**src/rtl/uart_brk_pkg.sv**
```systemverilog
// Shared types for the break-capable serial transmitter.
// Assumes: nothing beyond standard SystemVerilog.
package uart_brk_pkg;
    // Kind of frame loaded into the shift register
    typedef enum logic [1:0] {
        FRM_8   = 2'd0,
        FRM_9   = 2'd1,
        FRM_BRK = 2'd2
    } frame_kind_e;
endpackage

```
**src/rtl/uart_hold_reg.sv**
```systemverilog
// One-entry holding register in front of the shifter.
// Accepts a write only while empty and enabled; emptied by a take or by disable.
// Assumes: take is only asserted while full.
module uart_hold_reg #(
    parameter int DATA_W = 8
) (
    input  logic              clk,
    input  logic              rst_n,
    input  logic              tx_en,
    input  logic              wr_stb,
    input  logic [DATA_W-1:0] wr_data,
    input  logic              wr_bit9,
    input  logic              wr_brk,
    input  logic              take,
    output logic              full,
    output logic [DATA_W-1:0] data_q,
    output logic              bit9_q,
    output logic              brk_q
);
    // Occupancy and contents of the holding slot
    always_ff @(posedge clk) begin
        if (!rst_n) begin
            full   <= 1'b0;
            data_q <= '0;
            bit9_q <= 1'b0;
            brk_q  <= 1'b0;
        end else if (!tx_en) begin
            full <= 1'b0;
        end else if (take) begin
            full <= 1'b0;
        end else if (wr_stb && !full) begin
            full   <= 1'b1;
            data_q <= wr_data;
            bit9_q <= wr_bit9;
            brk_q  <= wr_brk;
        end
    end

    // A write into a full slot must not disturb its contents
    assert_full_write_ignored_R5: assert property (@(posedge clk) disable iff (!rst_n)
        (wr_stb && full && !take && tx_en) |=> ($stable(data_q) && $stable(bit9_q) && full));
endmodule

```
**src/rtl/uart_tx_shifter.sv**
```systemverilog
// Frame shift register: builds start/payload/stop or a break frame on load,
// then shifts one bit per tick, LSB first.
// Assumes: load is only asserted while not busy.
module uart_tx_shifter
    import uart_brk_pkg::*;
#(
    parameter int DATA_W    = 8,
    parameter int BRK_ZEROS = 12
) (
    input  logic              clk,
    input  logic              rst_n,
    input  logic              tx_en,
    input  logic              load,
    input  frame_kind_e       kind,
    input  logic [DATA_W-1:0] data,
    input  logic              bit9,
    input  logic              tick,
    output logic              busy,
    output logic              tx,
    output logic              brk_done
);
    localparam int NORM_W  = DATA_W + 3;
    localparam int BRK_W   = BRK_ZEROS + 2;
    localparam int FRAME_W = (NORM_W > BRK_W) ? NORM_W : BRK_W;
    localparam int CNT_W   = $clog2(FRAME_W + 1);

    logic [FRAME_W-1:0] sh;
    logic [FRAME_W-1:0] ld_vec;
    logic [CNT_W-1:0]   left;
    logic [CNT_W-1:0]   ld_len;
    logic               cur_brk;

    // Build the frame image and its length for the kind being loaded
    always_comb begin
        ld_vec = '1;
        ld_len = '0;
        case (kind)
            FRM_8: begin
                ld_vec[0]        = 1'b0;
                ld_vec[DATA_W:1] = data;
                ld_len           = CNT_W'(DATA_W + 2);
            end
            FRM_9: begin
                ld_vec[0]          = 1'b0;
                ld_vec[DATA_W:1]   = data;
                ld_vec[DATA_W+1]   = bit9;
                ld_len             = CNT_W'(DATA_W + 3);
            end
            FRM_BRK: begin
                ld_vec[BRK_W-2:0] = '0;
                ld_len            = CNT_W'(BRK_W);
            end
            default: begin
                ld_vec = '1;
                ld_len = '0;
            end
        endcase
    end

    // Load, shift and abort of the frame in flight
    always_ff @(posedge clk) begin
        if (!rst_n) begin
            busy    <= 1'b0;
            sh      <= '1;
            left    <= '0;
            cur_brk <= 1'b0;
        end else if (!tx_en) begin
            busy    <= 1'b0;
            cur_brk <= 1'b0;
        end else if (load) begin
            busy    <= (ld_len != '0);
            sh      <= ld_vec;
            left    <= ld_len;
            cur_brk <= (kind == FRM_BRK);
        end else if (busy && tick) begin
            sh   <= {1'b1, sh[FRAME_W-1:1]};
            left <= left - 1'b1;
            if (left == CNT_W'(1)) begin
                busy <= 1'b0;
            end
        end
    end

    assign tx       = busy ? sh[0] : 1'b1;
    assign brk_done = busy && tick && tx_en && cur_brk && (left == CNT_W'(1));

    // Every frame opens with a low start bit
    assert_start_low_R2: assert property (@(posedge clk) disable iff (!rst_n)
        (load && tx_en) |=> (busy && tx == 1'b0));
    // Line is held between ticks
    assert_bit_held_R10: assert property (@(posedge clk) disable iff (!rst_n)
        (busy && !tick && tx_en) |=> $stable(tx));
    // A break keeps the line low until its stop bit
    assert_break_low_R7: assert property (@(posedge clk) disable iff (!rst_n)
        (busy && cur_brk && left > CNT_W'(1)) |-> (tx == 1'b0));
endmodule

```
**src/rtl/uart_brk_tx.sv**
```systemverilog
// Top: asynchronous transmitter with one-entry holding register,
// 8/9-bit payloads and an armed, self-clearing break request.
// Assumes: bit_tick is a one-cycle pulse from an external rate generator.
module uart_brk_tx
    import uart_brk_pkg::*;
#(
    parameter int DATA_W    = 8,
    parameter int BRK_ZEROS = 12
) (
    input  logic              clk,
    input  logic              rst_n,
    input  logic              tx_en,
    input  logic              nine_sel,
    input  logic              brk_req_set,
    input  logic              wr_stb,
    input  logic [DATA_W-1:0] wr_data,
    input  logic              wr_bit9,
    input  logic              bit_tick,
    output logic              tx_line,
    output logic              hold_empty_irq,
    output logic              shift_empty,
    output logic              brk_pending
);
    logic              hold_full;
    logic [DATA_W-1:0] hold_data;
    logic              hold_bit9;
    logic              hold_brk;
    logic              sh_busy;
    logic              brk_done;
    logic              brk_used;
    logic              wr_take;
    logic              xfer;
    frame_kind_e       kind;

    assign wr_take = wr_stb && tx_en && !hold_full;
    assign xfer    = hold_full && !sh_busy && tx_en;
    assign kind    = hold_brk ? FRM_BRK : (nine_sel ? FRM_9 : FRM_8);

    uart_hold_reg #(.DATA_W(DATA_W)) u_hold (
        .clk     (clk),
        .rst_n   (rst_n),
        .tx_en   (tx_en),
        .wr_stb  (wr_stb),
        .wr_data (wr_data),
        .wr_bit9 (wr_bit9),
        .wr_brk  (brk_pending && !brk_used),
        .take    (xfer),
        .full    (hold_full),
        .data_q  (hold_data),
        .bit9_q  (hold_bit9),
        .brk_q   (hold_brk)
    );

    uart_tx_shifter #(.DATA_W(DATA_W), .BRK_ZEROS(BRK_ZEROS)) u_shift (
        .clk      (clk),
        .rst_n    (rst_n),
        .tx_en    (tx_en),
        .load     (xfer),
        .kind     (kind),
        .data     (hold_data),
        .bit9     (hold_bit9),
        .tick     (bit_tick),
        .busy     (sh_busy),
        .tx       (tx_line),
        .brk_done (brk_done)
    );

    // Break request flag: set by software, cleared when the break leaves the line
    always_ff @(posedge clk) begin
        if (!rst_n) begin
            brk_pending <= 1'b0;
        end else if (brk_req_set) begin
            brk_pending <= 1'b1;
        end else if (brk_done) begin
            brk_pending <= 1'b0;
        end
    end

    // Marks that the armed break has been bound to an accepted character
    always_ff @(posedge clk) begin
        if (!rst_n) begin
            brk_used <= 1'b0;
        end else if (!tx_en || brk_done) begin
            brk_used <= 1'b0;
        end else if (wr_take && brk_pending) begin
            brk_used <= 1'b1;
        end
    end

    assign hold_empty_irq = !hold_full;
    assign shift_empty    = !sh_busy;

    assert_xfer_R6: assert property (@(posedge clk) disable iff (!rst_n)
        (hold_full && !sh_busy && tx_en) |=> (sh_busy && !hold_full));
    assert_abort_R9: assert property (@(posedge clk) disable iff (!rst_n)
        (!tx_en) |=> (!hold_full && !sh_busy && tx_line));
    assert_brk_hold_R8: assert property (@(posedge clk) disable iff (!rst_n)
        (brk_pending && !brk_done) |=> brk_pending);
    assert_disabled_write_R4: assert property (@(posedge clk) disable iff (!rst_n)
        (wr_stb && !tx_en) |=> !hold_full);
endmodule

```
**config.mk**
```make
export PLATFORM = sky130hd
export DESIGN_NAME = uart_brk_tx
export DESIGN_NICKNAME = d
export VERILOG_FILES = /design/src/rtl/uart_brk_pkg.sv /design/src/rtl/uart_hold_reg.sv /design/src/rtl/uart_tx_shifter.sv /design/src/rtl/uart_brk_tx.sv
export SDC_FILE = /design/constraint.sdc
export NUM_CORES = 1
export LEC_CHECK = 0
export CAP_MARGIN = 25
export CORE_MARGIN = 8
export CORE_UTILIZATION = 40
export CTS_BUF_LIST = sky130_fd_sc_hd__clkbuf_8 sky130_fd_sc_hd__clkbuf_16
export DETAILED_ROUTE_END_ITERATION = 8
export PLACE_DENSITY_LB_ADDON = 0.25
export SYNTH_ARGS = -nofsm -noshare
export SYNTH_HDL_FRONTEND = slang
export SYNTH_HIERARCHICAL = 1
export SYNTH_SLANG_ARGS = --single-unit
```
**constraint.sdc**
```tcl
create_clock -name clk -period 1.56 [get_ports clk]
set_input_delay 0.234 -clock clk [delete_from_list [all_inputs] [get_ports clk]]
set_output_delay 0.234 -clock clk [all_outputs]
set_load 0.1 [all_outputs]
```
==> run metrics <==
initial standard-cell utilization of the core 40.9%; CTS clk-pin slew, worst paths 0.07 ns; capture instance of the worst register-to-register path u_shift/left[3]$_SDFFE_PN0P_; ANT cells 0; Filler Cell Count 359; Fin Clk Skew 0.00705 ns; total of warnings raised by yosys 6; routability congestion estimate 0.828; count of cell types in the netlist 42; Routed wire per std cell roughly 14 um; maximum number of pins on one net before global-route repair 44; Residual DRC 0; power per unit of standard cell area between 800 and 900 nW/um^2; fraction of layout instances using a drive strength above 1 16.8%; FMAX ~670 MHz; Static Leak approximately 0.83 nW; DR pass1 iterations 4; async set-or-reset flop fraction in the synthesized netlist 0%; RSZ-0062 raised after global routing false; worst path cell trace clkinvlp_4 > and3_4 > nand4b_1 > a211o_1 > o2111a_1; worst-case setup slack after placement -0.138 ns; standard-cell row count 23; Final Slew Violations 0; core footprint 3940 sq um; number of synthesized flops with an enable pin 0; post-synthesis net count between 200 and 250; VDD IR max 0.585 mV; post-route fraction of the period consumed by the critical path 95.2%; origin of the worst min-delay path u_hold/data_q[5]$_SDFFE_PN0P_; global router's overall resource usage 12.2%; placement-stage cell area between 1500 and 2000 sq um; post-CTS resize count 0; Data arrival, critical path approximately 1.7 ns; number of cells on the worst hold path 2; final antenna-violating net count 0; number of buffers inserted by post-CTS setup repair 0; max-capacitance violation count 0; Critical Path Source Type flip-flop; Detailed Route WL 3.71 mm; critical path required time 1.74 ns; H-tree depth 2; final cell area excluding filler cells 2100 sq um; Slowest cell on crit path sky130_fd_sc_hd__dfxtp_4; # hold bufs at CTS 0; fraction of the yosys area taken by sequential cells 39.7%; max reg flops 13; Min Clock Period, post-route approximately 1.5 ns; worst path buffer plus inverter count 1; Vias per Instance 5.36; cell type group with the largest total delay on the critical path simple AND/OR/NAND/NOR gates; y dimension of the die 79.5 um; final cell count without fillers 270; number of cells on the critical path 5; Area Growth Syn to Fin 30.1%; library cell used as clock root buffer sky130_fd_sc_hd__clkbuf_8; reg2reg start u_shift/busy$_SDFFE_PN0P_; slowest cell delay on critical path 0.41 ns; slack of the worst reg-to-reg path 0.07 ns; slew at the pin closest to its max-slew limit 0.358 ns; Worst Path Class, Setup flip-flop to flip-flop; number of top-level pins 20; largest registers u_shift/sh (13), u_hold/data_q (8), u_shift/left (4); largest reg by FF count u_shift/sh; largest buffer count on any clock path 2; clock network latency to the later pin of the worst-skew pair 0.29 ns; final setup fails 0; Register-to-Register Path Depth 5; Die Span X between 70 and 80 um; syn avg cell area 8.53 sq um; Worst Setup Slack, final approximately 0.074 ns; total negative slack for setup checks 0 ns; clk sink count 32; full die area 6320 sq um; mapped cell area 1610 sq um; run status completed; total placed cells including tap cells between 200 and 300; CTS Buf Count 5; number of global-route vias before repair between 1000 and 1500; register bit total from synthesis 32; CTS tree yes; worst-path maximum fanout 11; number of DRC markers in iteration 0 166; number of nets in the layout between 200 and 250; final hold violation count 0; GR Overflow Total 0; post-synthesis instance total 189; worst rel slew slack around three quarters; class of the most critical hold timing path flip-flop to flip-flop; IO buf count 19; number of antenna violations at the first check in global routing 0; number of vias after detailed routing 1447; Top FF cell, synth sky130_fd_sc_hd__dfxtp_1; WHS Endpoint u_hold/data_q[5]$_SDFFE_PN0P_; global-route wire length before repair 6.29 mm; Crit. End Element flip-flop; detailed-placement wirelength estimate 2.64 mm
logic make-up after synthesis:
| family | synth area share [%] |
|---|---|
| AND/OR/NAND/NOR | 26.7 |
| AO/OA/AOI/OAI | 19.2 |
| flip-flops | 39.7 |
| buffers and inverters | 5.97 |
| multiplexers | 6.83 |
| adder cells (fa/ha/maj) | 1.55 |
metal layers:
metal | vias up | wire length (um) | global-route usage (%)
met3 | 4 | 139 | 3.72
met2 | 26 | 1770 | 19.0
met4 | 0 | 35 | 3.89
met1 | 687 | 1770 | 15.7
met5 | - | 0 | 0
li1 | 730 | - | -
power by group:
| part | switching (mW) | total [mW] | internal, mW |
|---|---|---|---|
| sequential | 0.0208 | 0.865 | 0.844 |
| combinational | 0.128 | 0.256 | 0.128 |
| clock | 0.316 | 0.724 | 0.408 |
| total | 0.465 | 1.84 | 1.38 |
cell type report:
class                      instances  area, sq um  area share [%]
clock buffer                       6         93.8            4.47
clock inverter                     2         12.5           0.596
inverter                           7         30.0            1.43
multi-input combinational        138          880            41.9
sequential                        32          644            30.7
tap                               50         62.6            2.98
timing repair buffer              35          375            17.9
placed cells by master (no fill, tap or decap), types with 3 or more instances in the layout:
master                            count
sky130_fd_sc_hd__clkbuf_8             5
sky130_fd_sc_hd__nor2_1              13
sky130_fd_sc_hd__mux2i_1             11
sky130_fd_sc_hd__o21ai_1             14
sky130_fd_sc_hd__inv_1                5
sky130_fd_sc_hd__nand2b_1            12
sky130_fd_sc_hd__clkdlybuf4s50_1     15
sky130_fd_sc_hd__dfxtp_1             31
sky130_fd_sc_hd__o311ai_1             9
sky130_fd_sc_hd__nand2_1             26
sky130_fd_sc_hd__buf_4               14
sky130_fd_sc_hd__nor2b_1              5
sky130_fd_sc_hd__o211ai_1             3
sky130_fd_sc_hd__and3_1               8
sky130_fd_sc_hd__a21oi_1              5
sky130_fd_sc_hd__nand3b_1             3
sky130_fd_sc_hd__buf_12               6
through the flow:
| stage | total power, mW | utilization, % | hold WS, ns |
|---|---|---|---|
| floorplan | 1.03 | - | 0.352 |
| global route | 1.93 | 53.2 | 0.473 |
| CTS | 1.87 | 53.2 | 0.465 |
| finish | 1.84 | 53.2 | 0.464 |
| global placement | 1.13 | 50.5 | 0.445 |
| detailed placement | 1.14 | 50.5 | 0.452 |
worst register-to-register path: cells and delay by family (launching register included):
kind            cells  cell delay (ns)
simple gates        2             0.43
buf+inv             1             0.13
compound gates      2             0.41
flops               1             0.41
cells in the mapped netlist (2+ instances only):
cell,number,share of area [%]
sky130_fd_sc_hd__a21oi_1,5,1.6
sky130_fd_sc_hd__a31oi_1,2,0.78
sky130_fd_sc_hd__and3_1,8,3.1
sky130_fd_sc_hd__buf_2,5,1.6
sky130_fd_sc_hd__buf_6,2,1.4
sky130_fd_sc_hd__clkbuf_1,4,0.93
sky130_fd_sc_hd__dfxtp_1,32,40
sky130_fd_sc_hd__ha_1,2,1.6
sky130_fd_sc_hd__inv_1,6,1.4
sky130_fd_sc_hd__mux2i_1,11,6.8
sky130_fd_sc_hd__nand2_1,26,6.1
sky130_fd_sc_hd__nand2_2,2,0.78
sky130_fd_sc_hd__nand2b_1,12,4.7
sky130_fd_sc_hd__nand3_1,2,0.62
sky130_fd_sc_hd__nand3b_1,3,1.4
sky130_fd_sc_hd__nor2_1,13,3.0
sky130_fd_sc_hd__nor2b_1,5,1.9
sky130_fd_sc_hd__o211ai_1,3,1.4
sky130_fd_sc_hd__o21ai_1,14,4.3
sky130_fd_sc_hd__o2bb2ai_1,2,1.1
sky130_fd_sc_hd__o311ai_1,9,4.9
how the worst max path moves through the flow:
stage | from | end | slack (ns)
CTS | u_shift/busy$_SDFFE_PN0P_ | u_shift/left[3]$_SDFFE_PN0P_ | 0.08
global route | u_shift/busy$_SDFFE_PN0P_ | u_shift/left[3]$_SDFFE_PN0P_ | 0.01
detailed placement | tx_en | u_shift/left[3]$_SDFFE_PN0P_ | -0.14
finish | u_shift/busy$_SDFFE_PN0P_ | u_shift/left[3]$_SDFFE_PN0P_ | 0.07
floorplan | u_shift/busy$_SDFFE_PN0P_ | u_shift/left[3]$_SDFFE_PN0P_ | -0.26
global placement | tx_en | u_shift/sh[9]$_SDFFE_PN1P_ | -0.07
No activity file was read; power rests on OpenSTA's default activity.
